$ cat src/rtl/vreg_alu_pkg.sv
package vreg_alu_pkg;
  typedef enum logic [1:0] {
    CMD_REG  = 2'd0,
    CMD_LDI  = 2'd1,
    CMD_ADDI = 2'd2,
    CMD_RSVD = 2'd3
  } cmd_e;

  typedef enum logic [1:0] {
    ST_IDLE = 2'd0,
    ST_EVAL = 2'd1,
    ST_WRES = 2'd2,
    ST_WFLG = 2'd3
  } state_e;

  localparam logic [3:0] SEL_MOV  = 4'h0;
  localparam logic [3:0] SEL_OR   = 4'h1;
  localparam logic [3:0] SEL_AND  = 4'h2;
  localparam logic [3:0] SEL_XOR  = 4'h3;
  localparam logic [3:0] SEL_ADD  = 4'h4;
  localparam logic [3:0] SEL_SUB  = 4'h5;
  localparam logic [3:0] SEL_SHR  = 4'h6;
  localparam logic [3:0] SEL_RSUB = 4'h7;
  localparam logic [3:0] SEL_SHL  = 4'hE;
endpackage

$ cat src/rtl/vreg_alu_regs.sv
module vreg_alu_regs #(
  parameter int NREG  = 16,
  parameter int W     = 8,
  parameter int IDX_W = $clog2(NREG)
) (
  input  logic             clk,
  input  logic             rst,
  input  logic             we,
  input  logic [IDX_W-1:0] widx,
  input  logic [W-1:0]     wdata,
  input  logic [IDX_W-1:0] ra_idx,
  input  logic [IDX_W-1:0] rb_idx,
  input  logic [IDX_W-1:0] rd_idx,
  output logic [W-1:0]     ra_data,
  output logic [W-1:0]     rb_data,
  output logic [W-1:0]     rd_data
);
  logic [W-1:0] mem [NREG];

  always_ff @(posedge clk) begin
    if (rst) begin
      for (int i = 0; i < NREG; i++) mem[i] <= '0;
    end else if (we) begin
      mem[widx] <= wdata;
    end
  end

  assign ra_data = mem[ra_idx];
  assign rb_data = mem[rb_idx];

  always_ff @(posedge clk) begin
    if (rst) rd_data <= '0;
    else     rd_data <= mem[rd_idx];
  end
endmodule

$ cat src/rtl/vreg_alu_exec.sv
module vreg_alu_exec
  import vreg_alu_pkg::*;
#(
  parameter int W = 8
) (
  input  logic [1:0]   cmd,
  input  logic [3:0]   sel,
  input  logic [W-1:0] a,
  input  logic [W-1:0] b,
  input  logic [W-1:0] imm,
  output logic [W-1:0] res,
  output logic         flag,
  output logic         flag_en,
  output logic         bad
);
  logic [W:0] sum_ab;
  logic [W:0] sum_ai;

  assign sum_ab = {1'b0, a} + {1'b0, b};
  assign sum_ai = {1'b0, a} + {1'b0, imm};

  always_comb begin
    res     = a;
    flag    = 1'b0;
    flag_en = 1'b0;
    bad     = 1'b0;
    unique case (cmd_e'(cmd))
      CMD_LDI:  res = imm;
      CMD_ADDI: res = sum_ai[W-1:0];
      CMD_RSVD: bad = 1'b1;
      default: begin
        case (sel)
          SEL_MOV: res = b;
          SEL_OR:  res = a | b;
          SEL_AND: res = a & b;
          SEL_XOR: res = a ^ b;
          SEL_ADD: begin
            res = sum_ab[W-1:0]; flag = sum_ab[W]; flag_en = 1'b1;
          end
          SEL_SUB: begin
            res = a - b; flag = (a > b); flag_en = 1'b1;
          end
          SEL_RSUB: begin
            res = b - a; flag = (b > a); flag_en = 1'b1;
          end
          SEL_SHR: begin
            res = a >> 1; flag = a[0]; flag_en = 1'b1;
          end
          SEL_SHL: begin
            res = a << 1; flag = a[W-1]; flag_en = 1'b1;
          end
          default: bad = 1'b1;
        endcase
      end
    endcase
  end
endmodule

$ cat src/rtl/vreg_alu_ctrl.sv
module vreg_alu_ctrl
  import vreg_alu_pkg::*;
#(
  parameter int W     = 8,
  parameter int IDX_W = 4,
  parameter int FLAG_IDX = 15
) (
  input  logic             clk,
  input  logic             rst,
  input  logic             start,
  input  logic [1:0]       cmd,
  input  logic [3:0]       sel,
  input  logic [IDX_W-1:0] x_idx,
  input  logic [IDX_W-1:0] y_idx,
  input  logic [W-1:0]     imm,
  output logic [1:0]       cmd_q,
  output logic [3:0]       sel_q,
  output logic [IDX_W-1:0] x_q,
  output logic [IDX_W-1:0] y_q,
  output logic [W-1:0]     imm_q,
  input  logic [W-1:0]     res,
  input  logic             flag,
  input  logic             flag_en,
  input  logic             bad,
  output logic             wr_en,
  output logic [IDX_W-1:0] wr_idx,
  output logic [W-1:0]     wr_data,
  output logic             wr_is_flag,
  output logic             done,
  output logic             illegal
);
  localparam logic [IDX_W-1:0] FLAG_SEL = IDX_W'(FLAG_IDX);

  state_e       state;
  logic [W-1:0] res_q;
  logic         flag_q;
  logic         fen_q;

  always_ff @(posedge clk) begin
    if (rst) begin
      state   <= ST_IDLE;
      done    <= 1'b0;
      illegal <= 1'b0;
      cmd_q   <= '0;
      sel_q   <= '0;
      x_q     <= '0;
      y_q     <= '0;
      imm_q   <= '0;
      res_q   <= '0;
      flag_q  <= 1'b0;
      fen_q   <= 1'b0;
    end else begin
      done    <= 1'b0;
      illegal <= 1'b0;
      unique case (state)
        ST_IDLE: if (start) begin
          cmd_q <= cmd;
          sel_q <= sel;
          x_q   <= x_idx;
          y_q   <= y_idx;
          imm_q <= imm;
          state <= ST_EVAL;
        end
        ST_EVAL: begin
          if (bad) begin
            illegal <= 1'b1;
            state   <= ST_IDLE;
          end else begin
            res_q  <= res;
            flag_q <= flag;
            fen_q  <= flag_en;
            state  <= ST_WRES;
          end
        end
        ST_WRES: begin
          if (fen_q) begin
            state <= ST_WFLG;
          end else begin
            done  <= 1'b1;
            state <= ST_IDLE;
          end
        end
        default: begin
          done  <= 1'b1;
          state <= ST_IDLE;
        end
      endcase
    end
  end

  assign wr_is_flag = (state == ST_WFLG);
  assign wr_en      = (state == ST_WRES) || wr_is_flag;
  assign wr_idx     = wr_is_flag ? FLAG_SEL : x_q;
  assign wr_data    = wr_is_flag ? {{(W-1){1'b0}}, flag_q} : res_q;
endmodule

$ cat src/rtl/vreg_alu.sv
module vreg_alu #(
  parameter int NREG  = 16,
  parameter int W     = 8,
  parameter int IDX_W = $clog2(NREG)
) (
  input  logic             clk,
  input  logic             rst,
  input  logic             start,
  input  logic [1:0]       cmd,
  input  logic [3:0]       sel,
  input  logic [IDX_W-1:0] x_idx,
  input  logic [IDX_W-1:0] y_idx,
  input  logic [W-1:0]     imm,
  input  logic [IDX_W-1:0] rd_idx,
  output logic [W-1:0]     rd_data,
  output logic             done,
  output logic             illegal
);
  localparam int FLAG_IDX = NREG - 1;

  logic [1:0]       cmd_q;
  logic [3:0]       sel_q;
  logic [IDX_W-1:0] x_q, y_q;
  logic [W-1:0]     imm_q;
  logic [W-1:0]     a_val, b_val, res;
  logic             flag, flag_en, bad;
  logic             wr_en, wr_is_flag;
  logic [IDX_W-1:0] wr_idx;
  logic [W-1:0]     wr_data;

  vreg_alu_ctrl #(.W(W), .IDX_W(IDX_W), .FLAG_IDX(FLAG_IDX)) ctrl_i (
    .clk(clk), .rst(rst), .start(start), .cmd(cmd), .sel(sel),
    .x_idx(x_idx), .y_idx(y_idx), .imm(imm),
    .cmd_q(cmd_q), .sel_q(sel_q), .x_q(x_q), .y_q(y_q), .imm_q(imm_q),
    .res(res), .flag(flag), .flag_en(flag_en), .bad(bad),
    .wr_en(wr_en), .wr_idx(wr_idx), .wr_data(wr_data),
    .wr_is_flag(wr_is_flag), .done(done), .illegal(illegal)
  );

  vreg_alu_regs #(.NREG(NREG), .W(W), .IDX_W(IDX_W)) regs_i (
    .clk(clk), .rst(rst), .we(wr_en), .widx(wr_idx), .wdata(wr_data),
    .ra_idx(x_q), .rb_idx(y_q), .rd_idx(rd_idx),
    .ra_data(a_val), .rb_data(b_val), .rd_data(rd_data)
  );

  vreg_alu_exec #(.W(W)) exec_i (
    .cmd(cmd_q), .sel(sel_q), .a(a_val), .b(b_val), .imm(imm_q),
    .res(res), .flag(flag), .flag_en(flag_en), .bad(bad)
  );
endmodule

$ cat config.mk
export PLATFORM = sky130hd
export DESIGN_NAME = vreg_alu
export DESIGN_NICKNAME = d
export VERILOG_FILES = /design/src/rtl/vreg_alu_pkg.sv /design/src/rtl/vreg_alu_regs.sv /design/src/rtl/vreg_alu_exec.sv /design/src/rtl/vreg_alu_ctrl.sv /design/src/rtl/vreg_alu.sv
export SDC_FILE = /design/constraint.sdc
export NUM_CORES = 1
export LEC_CHECK = 0
export BUFFER_PORTS_ARGS = -buffer_cell sky130_fd_sc_hd__buf_2
export CORE_MARGIN = 2
export CORE_UTILIZATION = 60
export DETAILED_ROUTE_END_ITERATION = 12
export PLACE_DENSITY = 0.89
export SYNTH_ARGS = -nofsm -noshare
export SYNTH_HDL_FRONTEND = slang
export SYNTH_SLANG_ARGS = --single-unit
$ cat constraint.sdc
create_clock -name clk -period 4.95 [get_ports clk]
set_clock_uncertainty 0.15 [all_clocks]
set_input_delay 0 -clock clk [delete_from_list [all_inputs] [get_ports clk]]
set_output_delay 0 -clock clk [all_outputs]
set_load 0.01 [all_outputs]
==> Flow_metrics.wiki <==
{| class="wikitable"
! Metric !! Value
|-
| Status || complete, no violations
|-
| Buffers & Inverters on Critical Path || 2
|-
| Initial standard-cell utilization of the core || around 62%
|-
| Overall power of the completed layout || 4.26 mW
|-
| Core region area || ~19000 sq um
|-
| Post-synthesis instance area || between 10000 and 15000 sq um
|-
| Ratio of cells with drive above 1 in the final layout || 20.2%
|-
| Layout Nets || 1112
|-
| Area after detailed placement || between 10000 and 15000 sq um
|-
| GRT overflow || 0
|-
| Count of final setup violators || 0
|-
| Worst Max-Slew Pin Slew || between 1 and 1.5 ns
|-
| Worst-path fanout max || 16
|-
| Area share of and/or/nand/nor cells after synthesis || roughly 14%
|-
| Hold violation count in the final report || 0
|-
| Async set-or-reset flop fraction in the synthesized netlist || 0%
|-
| Die Width || 143 microns
|-
| Achievable frequency || between 200 and 250 MHz
|-
| Top post-synthesis cells by count || sky130_fd_sc_hd__nor2_1, sky130_fd_sc_hd__edfxtp_1, sky130_fd_sc_hd__nand2_1
|-
| Cell count after synthesis || between 900 and 1000
|-
| R2r endpoint || ctrl_i.res_q[4]$_SDFFE_PP0P_
|-
| Crit path largest cell delay || between 0.6 and 0.7 ns
|-
| Critical path required time || slightly above 5 ns
|-
| Ratio of routed vias to standard cells || between 7 and 8
|-
| Count of maximum capacitance violations || 0
|-
| Vias post-DR || between 9000 and 10000
|-
| Signal arrival time at the worst endpoint || about 4.8 ns
|-
| Synth Flop Type || sky130_fd_sc_hd__edfxtp_1
|-
| Post-synth cell types || 66
|-
| Synth top area share || roughly 33%
|-
| Path type of the worst setup path || flip-flop to flip-flop
|-
| Buffers from clock root to sink, at most || 2
|-
| Non-filler cells in the finished layout || between 1000 and 1500
|-
| Share of synthesized area spent on multiplexers || between 20% and 30%
|-
| Final GP Congestion || 1.02
|-
| Synthesized Nets || around 1100
|-
| Compound-Gate Fraction of Synth Area || 9.15%
|-
| Endpoint of the most critical setup path || ctrl_i.res_q[4]$_SDFFE_PP0P_
|-
| GRT Total Usage || 37.6%
|-
| Worst slew margin relative to its limit || approximately 26%
|-
| Number of detailed-routing iterations run before antenna repair || 8
|-
| Flops & latches, synth || 180
|-
| Largest net degree at the start of global routing || 60
|-
| Die height || around 140 microns
|-
| Number of cells after detailed placement || between 1000 and 1500
|-
| EDFF count, synth || approximately 130
|-
| Final Slew Violations || 0
|-
| Critical path, cell by cell || mux4_2, mux4_2, inv_1, ha_1, inv_1, fa_1, nor3b_1, nor3_1, nand4_1, a31oi_1, o221ai_1, a211oi_1
|-
| Inserted Clock Buffers || 17
|-
| DRC viols || 0
|-
| Worst Setup Slack post-DPL || between 0.5 and 0.6 ns
|-
| Synthesis-to-layout area growth || 11.3%
|-
| Crit start category || flip-flop
|-
| Register-to-Register Path Depth || 12
|-
| Boundary Pins || 39
|-
| Number of antenna violations at the first check in global routing || 0
|-
| Dominant combinational cell family by area after synthesis || multiplexers
|-
| CTS Sinks || 180
|-
| Number of H-tree branching levels || 4
|-
| Yosys synthesis warning count || 0
|-
| Post-route worst setup slack || between 0.3 and 0.4 ns
|-
| Period utilisation layout || a little over nine tenths
|-
| Average routed wire per standard cell || roughly 28 microns
|-
| Power density over cell area || 331 nW/um^2
|-
| Setup tns final || 0 ns
|-
| RSZ-0062 raised after global routing || no
|-
| Leakage component of the power || between 4 and 5 nW
|-
| Floorplan die area || just over 20000 sq um
|-
| Count of buffers added by post-CTS timing repair for setup || 0
|-
| Worst hold slack || about 0.12 ns
|-
| TritonCTS clock tree || done
|-
| Final cell utilization of the core || 68.4%
|-
| Placed wire-length estimate || approximately 26 mm
|-
| Cell type with the highest aggregate area in the netlist || sky130_fd_sc_hd__edfxtp_1
|-
| Total of fill cells in the finished design || about 1300
|-
| Share of synthesized area occupied by flip-flops and latches || approximately 42%
|-
| Area of all placed cells without fillers || 12900 sq um
|-
| Worst Hold Class || primary input to flip-flop
|-
| Number of cells on the critical path || 12
|-
| Wire length of the first global-routing pass || about 56 mm
|-
| Via count of the first global-routing pass || ~9000
|-
| Wire length reported by the detailed router || 37.0 mm
|-
| Latest clock arrival within the worst-skew pair || ~0.44 ns
|-
| Antenna viol nets, final || 0
|-
| Number of design-rule violations left by the first detailed-router iteration || around 1600
|-
| Number of port buffers || 38
|-
| Row count || 50
|-
| Highest-delay cell along the critical path || sky130_fd_sc_hd__dfxtp_2
|-
| Mean area per synthesized cell || between 10 and 15 sq um
|-
| Kind of end point of the critical path || flip-flop
|-
| Clock-pin slew on the worst setup and hold paths || roughly 0.08 ns
|-
| Post-Synth XOR/XNOR Area || less than 1%
|-
| Cell at the root of the clock tree || sky130_fd_sc_hd__clkbuf_16
|-
| Minimum period implied by the final worst setup slack || 4.64 ns
|-
| Setup slack of the worst register-to-register path || 0.31 ns
|-
| Share of synthesized cell area in full adder, half adder and majority cells || around 5.1%
|-
| Cell with the most instances after synthesis || sky130_fd_sc_hd__nor2_1
|-
| Family of cells with the greatest summed delay on the critical path || multiplexers
|-
| Biggest area contributors in the synthesized netlist || sky130_fd_sc_hd__edfxtp_1, sky130_fd_sc_hd__mux4_2, sky130_fd_sc_hd__dfxtp_1
|-
| N_diodes || 0
|-
| Maximum vdd drop || roughly 250 uV
|}
==> where the power goes <==
part           internal (mW)  switching, mW  total, mW  leakage (nW)
logic                  0.411          0.589      0.999          2.56
clock network          0.790          0.708       1.50         0.314
registers               1.67         0.0914       1.77          1.75
==> cells in the final DEF, fill, tap and decap left out, types with 10 or more instances in the layout <==
cell type / instances
sky130_fd_sc_hd__nand2b_1: 26
sky130_fd_sc_hd__dlygate4sd3_1: 25
sky130_fd_sc_hd__mux4_1: 20
sky130_fd_sc_hd__nor2b_1: 25
sky130_fd_sc_hd__mux2i_1: 14
sky130_fd_sc_hd__buf_4: 23
sky130_fd_sc_hd__inv_1: 24
sky130_fd_sc_hd__nor3_1: 16
sky130_fd_sc_hd__nand2_1: 100
sky130_fd_sc_hd__mux4_2: 93
sky130_fd_sc_hd__o22ai_1: 10
sky130_fd_sc_hd__o21ai_0: 23
sky130_fd_sc_hd__a21oi_1: 54
sky130_fd_sc_hd__nor2_1: 161
sky130_fd_sc_hd__dfxtp_1: 50
sky130_fd_sc_hd__edfxtp_1: 128
sky130_fd_sc_hd__ha_1: 41
sky130_fd_sc_hd__clkbuf_16: 17
sky130_fd_sc_hd__buf_2: 38
==> state kept, by name (all words and copies together) (netlist names), 2 cells and up, named ones only <==
signal / cells
ctrl_i.cmd_q: 2
regs_i.mem: 128
ctrl_i.res_q: 8
ctrl_i.y_q: 4
ctrl_i.sel_q: 4
ctrl_i.state: 2
regs_i.rd_data: 8
ctrl_i.imm_q: 8
ctrl_i.x_q: 4
==> layer usage <==
| layer | wire, microns | GRT usage (%) |
|---|---|---|
| met5 | 0 | 0 |
| met4 | 2830 | 23.7 |
| met1 | 11900 | 45.4 |
| met2 | 17400 | 59.4 |
| met3 | 4930 | 11.5 |
==> cells by family after synthesis <==
kind of cell	after synthesis
buffers and inverters	94
xor gates and xnor gates	11
and+or+nand+nor	372
adders and majority gates	45
DFF	180
muxes	135
AOI/OAI and AO/OA	161
==> worst min-delay path, stage by stage <==
cell and delay, ns:
sky130_fd_sc_hd__buf_2 0.29, sky130_fd_sc_hd__mux4_2 0.27, sky130_fd_sc_hd__nor2b_1 0.11
==> worst min path at each step <==
stage	slack, ns	start	to	cells after the start
after floorplan	-0.07	rst	ctrl_i.res_q[7]$_SDFFE_PP0P_	1
after global placement	0.09	sel[3]	ctrl_i.sel_q[3]$_SDFFE_PP0P_	3
after detailed placement	0.1	sel[1]	ctrl_i.sel_q[1]$_SDFFE_PP0P_	3
after CTS	0.13	rd_idx[2]	regs_i.rd_data[2]$_SDFF_PP0_	3
after global routing	0.19	rd_idx[2]	regs_i.rd_data[3]$_SDFF_PP0_	3
final	0.12	rd_idx[2]	regs_i.rd_data[2]$_SDFF_PP0_	3
==> layout make-up <==
class,instances,area (sq um),share of cell area [%]
clock inverters,15,224,1.74
repair buffers,88,653,5.07
clock buffers,17,425,3.30
inverters,27,103,0.796
multi-input cells,724,6270,48.6
well taps,260,325,2.52
flip-flops and latches,180,4890,37.9
==> repair_timing <==
item                                   CTS  global route
endpoints found under the hold margin   34             0
gates resized for setup                  0             0
hold buffers                            25             0
Power figures use the tool's default switching activity.
